**config.mk**
```make
export PLATFORM = sky130hd
export DESIGN_NAME = rtc_clkctl
export DESIGN_NICKNAME = d
export VERILOG_FILES = /design/src/rtl/rtc_clkctl_pkg.sv /design/src/rtl/rtc_bus_port.sv /design/src/rtl/rtc_ctl_regs.sv /design/src/rtl/rtc_hse_div.sv /design/src/rtl/rtc_clkctl.sv
export SDC_FILE = /design/constraint.sdc
export NUM_CORES = 1
export LEC_CHECK = 0
export BUFFER_PORTS_ARGS = -buffer_cell sky130_fd_sc_hd__buf_2
export CORE_ASPECT_RATIO = 1.75
export CORE_MARGIN = 1
export CORE_UTILIZATION = 36
export DETAILED_ROUTE_END_ITERATION = 6
export HOLD_SLACK_MARGIN = 0.12
export PLACE_DENSITY_LB_ADDON = 0.08
export SKIP_LAST_GASP = 1
export SLEW_MARGIN = 40
export SYNTH_ARGS = -nofsm -noshare
export SYNTH_HDL_FRONTEND = slang
export SYNTH_SLANG_ARGS = --single-unit
```
**constraint.sdc**
```tcl
create_clock -name clk -period 2.87 [get_ports clk]
set_clock_uncertainty 0.1 [all_clocks]
set_input_delay 0.7175 -clock clk [delete_from_list [all_inputs] [get_ports clk]]
set_output_delay 0.7175 -clock clk [all_outputs]
set_load 0.02 [all_outputs]
```
**src/rtl/rtc_clkctl_pkg.sv**
```systemverilog
package rtc_clkctl_pkg;

  typedef struct packed {
    logic       clken;
    logic [1:0] src;
    logic [1:0] drive;
    logic       byp;
    logic       en;
  } ctl_t;

  localparam ctl_t CTL_RST = '{clken: 1'b0, src: 2'b00, drive: 2'b11, byp: 1'b0, en: 1'b0};

  // bits that carry state or status; everything else reads zero
  localparam logic [31:0] USED_MASK = 32'h0000_831F;

  function automatic logic [31:0] pack_ctl(input ctl_t c, input logic rdy);
    logic [31:0] r;
    r       = '0;
    r[0]    = c.en;
    r[1]    = rdy;
    r[2]    = c.byp;
    r[4:3]  = c.drive;
    r[9:8]  = c.src;
    r[15]   = c.clken;
    return r;
  endfunction

  function automatic ctl_t next_ctl(input ctl_t c, input logic [31:0] wd,
                                    input logic [3:0] strb, input logic bkp);
    ctl_t n;
    n = c;
    if (strb[0]) begin
      n.drive = wd[4:3];
      if (bkp) begin
        n.en  = wd[0];
        n.byp = wd[2];
      end
    end
    if (strb[1] && bkp) begin
      n.clken = wd[15];
      if (c.src == 2'b00) n.src = wd[9:8];
    end
    return n;
  endfunction

  function automatic logic [1:0] gated_src(input ctl_t c);
    return c.clken ? c.src : 2'b00;
  endfunction

endpackage

```
**src/rtl/rtc_bus_port.sv**
```systemverilog
module rtc_bus_port #(
  parameter int          AW         = 8,
  parameter logic [7:0]  REG_OFFSET = 8'h20,
  parameter int          WAIT_CYC   = 2
) (
  input  logic          clk,
  input  logic          rst_n,
  input  logic          req_valid,
  input  logic          req_write,
  input  logic [AW-1:0] req_addr,
  output logic          req_ready,
  output logic          wr_fire,
  output logic          rd_fire,
  output logic          acc_done
);
  localparam int WCW = (WAIT_CYC < 2) ? 1 : $clog2(WAIT_CYC + 1);

  logic [WCW-1:0] hold_q;
  logic           addr_hit;

  assign addr_hit  = (req_addr & ~AW'(3)) == AW'(REG_OFFSET);
  assign req_ready = (hold_q == '0);
  assign acc_done  = req_valid && req_ready;
  assign wr_fire   = acc_done && req_write && addr_hit;
  assign rd_fire   = acc_done && !req_write && addr_hit;

  always_ff @(posedge clk or negedge rst_n) begin
    if (!rst_n)             hold_q <= '0;
    else if (acc_done)      hold_q <= WCW'(WAIT_CYC);
    else if (hold_q != '0)  hold_q <= hold_q - 1'b1;
  end

  p_holdoff_r10: assert property (@(posedge clk) disable iff (!rst_n)
    (acc_done && (WAIT_CYC != 0)) |=> !req_ready);

  p_release_r10: assert property (@(posedge clk) disable iff (!rst_n)
    (!req_ready && hold_q == WCW'(1)) |=> req_ready);

endmodule

```
**src/rtl/rtc_ctl_regs.sv**
```systemverilog
module rtc_ctl_regs
  import rtc_clkctl_pkg::*;
(
  input  logic        clk,
  input  logic        rtcd_rst_n,
  input  logic        sw_dom_rst,
  input  logic        bkp_wr_en,
  input  logic        lse_stable,
  input  logic        wr_fire,
  input  logic [31:0] wdata,
  input  logic [3:0]  strb,
  output ctl_t        ctl_q,
  output logic        rdy_q
);
  logic src_locked;
  logic gated_wr;

  assign src_locked = (ctl_q.src != 2'b00);
  assign gated_wr   = wr_fire && bkp_wr_en;

  always_ff @(posedge clk or negedge rtcd_rst_n) begin
    if (!rtcd_rst_n) begin
      ctl_q <= CTL_RST;
      rdy_q <= 1'b0;
    end else if (sw_dom_rst) begin
      ctl_q <= CTL_RST;
      rdy_q <= 1'b0;
    end else begin
      rdy_q <= lse_stable;
      if (wr_fire) ctl_q <= next_ctl(ctl_q, wdata, strb, bkp_wr_en);
    end
  end

  p_src_lock_r6: assert property (@(posedge clk) disable iff (!rtcd_rst_n)
    (src_locked && !sw_dom_rst) |=> (ctl_q.src == $past(ctl_q.src)));

  p_bkp_gate_r5: assert property (@(posedge clk) disable iff (!rtcd_rst_n)
    (!gated_wr && !sw_dom_rst) |=> ($stable(ctl_q.en) && $stable(ctl_q.byp)
                                     && $stable(ctl_q.clken) && $stable(ctl_q.src)));

  p_ready_flag_r3: assert property (@(posedge clk) disable iff (!rtcd_rst_n)
    !sw_dom_rst |=> (rdy_q == $past(lse_stable)));

  p_dom_reset_r1: assert property (@(posedge clk) disable iff (!rtcd_rst_n)
    sw_dom_rst |=> (ctl_q == CTL_RST && !rdy_q));

endmodule

```
**src/rtl/rtc_hse_div.sv**
```systemverilog
module rtc_hse_div #(
  parameter int DIV = 32
) (
  input  logic clk,
  input  logic rtcd_rst_n,
  input  logic sw_dom_rst,
  output logic tick
);
  localparam int CW = $clog2(DIV);

  logic [CW-1:0] cnt_q;
  logic          wrap;

  assign wrap = (cnt_q == CW'(DIV - 1));
  assign tick = wrap;

  always_ff @(posedge clk or negedge rtcd_rst_n) begin
    if (!rtcd_rst_n)     cnt_q <= '0;
    else if (sw_dom_rst) cnt_q <= '0;
    else if (wrap)       cnt_q <= '0;
    else                 cnt_q <= cnt_q + 1'b1;
  end

  p_single_tick_r11: assert property (@(posedge clk) disable iff (!rtcd_rst_n)
    tick |=> !tick);

  p_clear_tick_r11: assert property (@(posedge clk) disable iff (!rtcd_rst_n)
    sw_dom_rst |=> !tick);

endmodule

```
**src/rtl/rtc_clkctl.sv**
```systemverilog
module rtc_clkctl
  import rtc_clkctl_pkg::*;
#(
  parameter int         AW         = 8,
  parameter logic [7:0] REG_OFFSET = 8'h20,
  parameter int         WAIT_CYC   = 2,
  parameter int         DIV        = 32
) (
  input  logic          clk,
  input  logic          rst_n,
  input  logic          rtcd_rst_n,
  input  logic          sw_dom_rst,
  input  logic          bkp_wr_en,
  input  logic          lse_stable,
  input  logic          req_valid,
  input  logic          req_write,
  input  logic [AW-1:0] req_addr,
  input  logic [31:0]   req_wdata,
  input  logic [3:0]    req_strb,
  output logic          req_ready,
  output logic [31:0]   rsp_rdata,
  output logic          osc_en,
  output logic          osc_bypass,
  output logic [1:0]    osc_drive,
  output logic [1:0]    rtc_src_sel,
  output logic          rtc_clk_on,
  output logic          hse_div_tick
);
  ctl_t ctl_q;
  logic rdy_q;
  logic wr_fire, rd_fire, acc_done;

  rtc_bus_port #(.AW(AW), .REG_OFFSET(REG_OFFSET), .WAIT_CYC(WAIT_CYC)) u_port (
    .clk(clk), .rst_n(rst_n), .req_valid(req_valid), .req_write(req_write),
    .req_addr(req_addr), .req_ready(req_ready), .wr_fire(wr_fire),
    .rd_fire(rd_fire), .acc_done(acc_done)
  );

  rtc_ctl_regs u_regs (
    .clk(clk), .rtcd_rst_n(rtcd_rst_n), .sw_dom_rst(sw_dom_rst),
    .bkp_wr_en(bkp_wr_en), .lse_stable(lse_stable), .wr_fire(wr_fire),
    .wdata(req_wdata), .strb(req_strb), .ctl_q(ctl_q), .rdy_q(rdy_q)
  );

  rtc_hse_div #(.DIV(DIV)) u_div (
    .clk(clk), .rtcd_rst_n(rtcd_rst_n), .sw_dom_rst(sw_dom_rst), .tick(hse_div_tick)
  );

  assign rsp_rdata   = rd_fire ? pack_ctl(ctl_q, rdy_q) : 32'h0;
  assign osc_en      = ctl_q.en;
  assign osc_bypass  = ctl_q.byp;
  assign osc_drive   = ctl_q.drive;
  assign rtc_src_sel = gated_src(ctl_q);
  assign rtc_clk_on  = ctl_q.clken && (ctl_q.src != 2'b00);

  p_clk_on_r7: assert property (@(posedge clk) disable iff (!rtcd_rst_n)
    rtc_clk_on |-> (rtc_src_sel != 2'b00));

  p_reserved_zero_r8: assert property (@(posedge clk) disable iff (!rst_n)
    ((rsp_rdata & ~USED_MASK) == 32'h0));

  p_foreign_quiet_r9: assert property (@(posedge clk) disable iff (!rst_n)
    (acc_done && !rd_fire) |-> (rsp_rdata == 32'h0));

endmodule

```
==> metrics.md <==
| Metric | Value |
|---|---|
| Fraction of the yosys area taken by sequential cells | `0.380` |
| Antenna violations before repair | `0` |
| Global-route wire length before repair | `around 2800 um` |
| Mean instance size in the synthesized netlist | `9.47 um2` |
| Number of max-cap violations | `0` |
| Synth warn | `0` |
| Pins over their slew limit | `0` |
| Overall via count from detail_route | `758` |
| Run status | `finished clean` |
| Crit path capture type | `output pin` |
| Number of buffer cells added on primary ports | `39` |
| Worst stage delay on the critical path | `0.56 ns` |
| Die area | `2990 um2` |
| Final estimated routing congestion in global placement | `0.695` |
| Setup violators final | `0` |
| Number of cells produced by synthesis | `105` |
| Routed length per instance | `roughly 11 um` |
| Routed via count divided by cell count | `4.43` |
| Leading cell type in the layout, fill and taps excluded | `buf_2` |
| Final core area utilization | `0.460` |
| Power per standard cell area | `about 460 nW/um2` |
| Yosys reg bits | `15` |
| Syn Std Cell Area | `between 900 and 1000 um2` |
| Total Nets Final | `201` |
| Portion of the clock cycle consumed by the worst path in the final layout | `0.994` |
| Finished layout cell area | `1170 um2` |
| CP Max Fanout | `5` |
| Fraction of final layout cells sized beyond drive strength 1 | `0.352` |
| Gates resized, CTS repair | `0` |
| Setup_tns | `0 ns` |
| CTS tree | `built` |
| Async set-or-reset flop fraction in the synthesized netlist | `1.00` |
| Detailed-placement wirelength estimate | `1540 um` |
| Pin count of the biggest net entering global routing | `21` |
| Total stage count of the critical path | `5` |
| Critical-path cell list | `buf_2, or4b_1, buf_4, nor4_1, buf_2` |
| Worst path buffer plus inverter count | `3` |
| Die Y | `71.5 um` |
| Fill cell instance count of the final layout | `around 270` |
| Setup crit start kind | `primary input` |
| Post-synth EDFFs | `0` |
| DP Area | `1120 um2` |
| Core box area | `2550 um2` |
| Hold bufs inserted after CTS | `0` |
| Pre-Repair DR Iteration Count | `4` |
| Post-synth top flop | `dfrtp_1` |
| Minimum hold slack | `0.142 ns` |
| Number of setup buffers added after CTS | `0` |
| Number of clock buffers inserted by TritonCTS | `3` |
| Max Freq | `351 MHz` |
| Initial core utilization | `0.390` |
| Vias in the first global route | `705` |
| Worst-path clk slew | `0.06 ns` |
| Class of the worst hold path | `primary input to async pin` |
| Wire length after detailed routing | `roughly 1800 um` |
| Depth of the most critical reg-to-reg path | `6` |
| CP delay by family, top | `simple AND/OR/NAND/NOR gates` |
| Number of top-level design ports | `93` |
| Unrepaired setup endpoints after global routing | `false` |
| Clk Tree Root Cell | `clkbuf_8` |
| Number of distinct library cells after synthesis | `28` |
| H-Tree Depth | `1` |
| Maximum clock insertion buffer count | `2` |
| Violation count after the first detailed-route iteration | `10` |
| Commonest cells after routing, fill and taps aside | `buf_2, conb_1, dfrtp_1` |
| Post-route minimum period | `2.85 ns` |
| Final Hold Viols | `0` |
| Post-detailed-route count of antenna-violating nets | `0` |
| # DRC | `0` |
| Chip width | `41.7 um` |
| Lkg Pwr | `~0.64 nW` |
| ANT cells | `0` |
| Clock sink count | `15` |
| Max stage delay cell, worst path | `or4b_1` |
| Global-route total usage across every layer | `0.122` |
| Number of instances in the placed design | `167` |
| Peak supply drop | `0.328 mV` |
| Total area of sequential cells | `roughly 380 um2` |
| Final std cells w/o fill | `171` |
| WP data arrival | `2.04 ns` |
| Number of rows in the core area | `24` |
| Multi-input logic area | `485 um2` |
| Latest clock arrival within the worst-skew pair | `0.25 ns` |
| Signed area change from the synthesized netlist to the final layout | `18.1%` |
| Setup CP Type | `primary input to output pin` |
| CP required | `2.05 ns` |
| Most prevalent standard cell on the critical path | `buf_2` |
| Gr ovfl total | `0` |
## synthesized netlist by cell type (all sizes together), types with 2 or more instances
library cell  instances  area, um2
and2                  8       50.1
buf                  27        200
clkbuf                2       7.51
dfrtp                13        325
dfstp                 2       52.6
ha                    3       37.5
inv                   4       15.0
mux2i                 6       60.1
nand2b                7       43.8
nand3                 3       15.0
nand3b                3       22.5
nor2                  4       15.0
nor2b                 2       12.5
nor3                  6       30.0
nor4                  2       12.5
o22ai                 2       12.5
## worst register-to-register path: cells and delay by family, from the launching register on
kind / cells / cell delay (ns)
AND/OR/NAND/NOR: 2 / 0.56
adder cells (fa/ha/maj): 1 / 0.23
multiplexers: 1 / 0.24
flip-flops: 1 / 0.39
buffers and inverters: 2 / 0.24
## final cells by class
cell class | instances | area share
Multi-Input combinational cell | 80 | 0.413
Clock buffer | 3 | 0.0351
Inverter | 4 | 0.0128
Timing Repair Buffer | 42 | 0.185
Tap cell | 26 | 0.0277
Clock inverter | 1 | 0.00426
Sequential cell | 15 | 0.322
## where the power goes
group          total [mW]  switching [mW]  internal [mW]  leakage [nW]
Sequential          0.241         0.00915          0.231         0.195
Combinational       0.134          0.0866         0.0477         0.420
Clock               0.168          0.0721         0.0960        0.0255
Total               0.543           0.168          0.375         0.640
## worst paths after layout
check / startpoint / end / slack [ns]
max in group asynchronous: rtcd_rst_n / u_regs.ctl_q[3] / 2.14
min reg2reg: u_div.cnt_q[0] / u_div.cnt_q[0] / 0.38
max reg2reg: u_port.hold_q[0] / u_regs.ctl_q[3] / 1.03
min: rst_n / u_port.hold_q[0] / 0.14
max: req_addr[4] / rsp_rdata[8] / 0.02
min in group clk: u_div.cnt_q[0] / u_div.cnt_q[0] / 0.38
## layer usage
metal | routed length, um | GRT usage | vias up
li1 | - | - | 379
met1 | 692 | 0.122 | 339
met3 | 117 | 0.0176 | 4
met5 | 0 | 0 | -
met4 | 42 | 0.0860 | 0
met2 | 962 | 0.224 | 36
## metrics by stage
stage | power [mW] | setup WS [ns]
3_3_place_gp | 0.374 | 0.0531
5_1_grt | 0.572 | 0.00450
3_5_place_dp | 0.380 | 0.0356
2_1_floorplan | 0.364 | -0.00621
4_1_cts | 0.551 | 0.0356
6_report | 0.543 | 0.0174
## logic make-up (layout without fill, tap and decap cells)
logic type,after synthesis,in the layout,share of synthesized area
flops,15,15,0.380
buf+inv,33,50,0.224
simple gates,42,42,0.259
mux,6,6,0.0604
compound gates,3,3,0.0176
other cells,1,24,0.00377
fa+ha+maj,3,3,0.0377
xor+xnor,2,2,0.0176
## registers in the layout (all words and copies together), names as in the netlist
name           count
u_div.cnt_q        5
u_port.hold_q      2
u_regs.ctl_q       7
u_regs.rdy_q       1
Power figures use the tool's default switching activity.
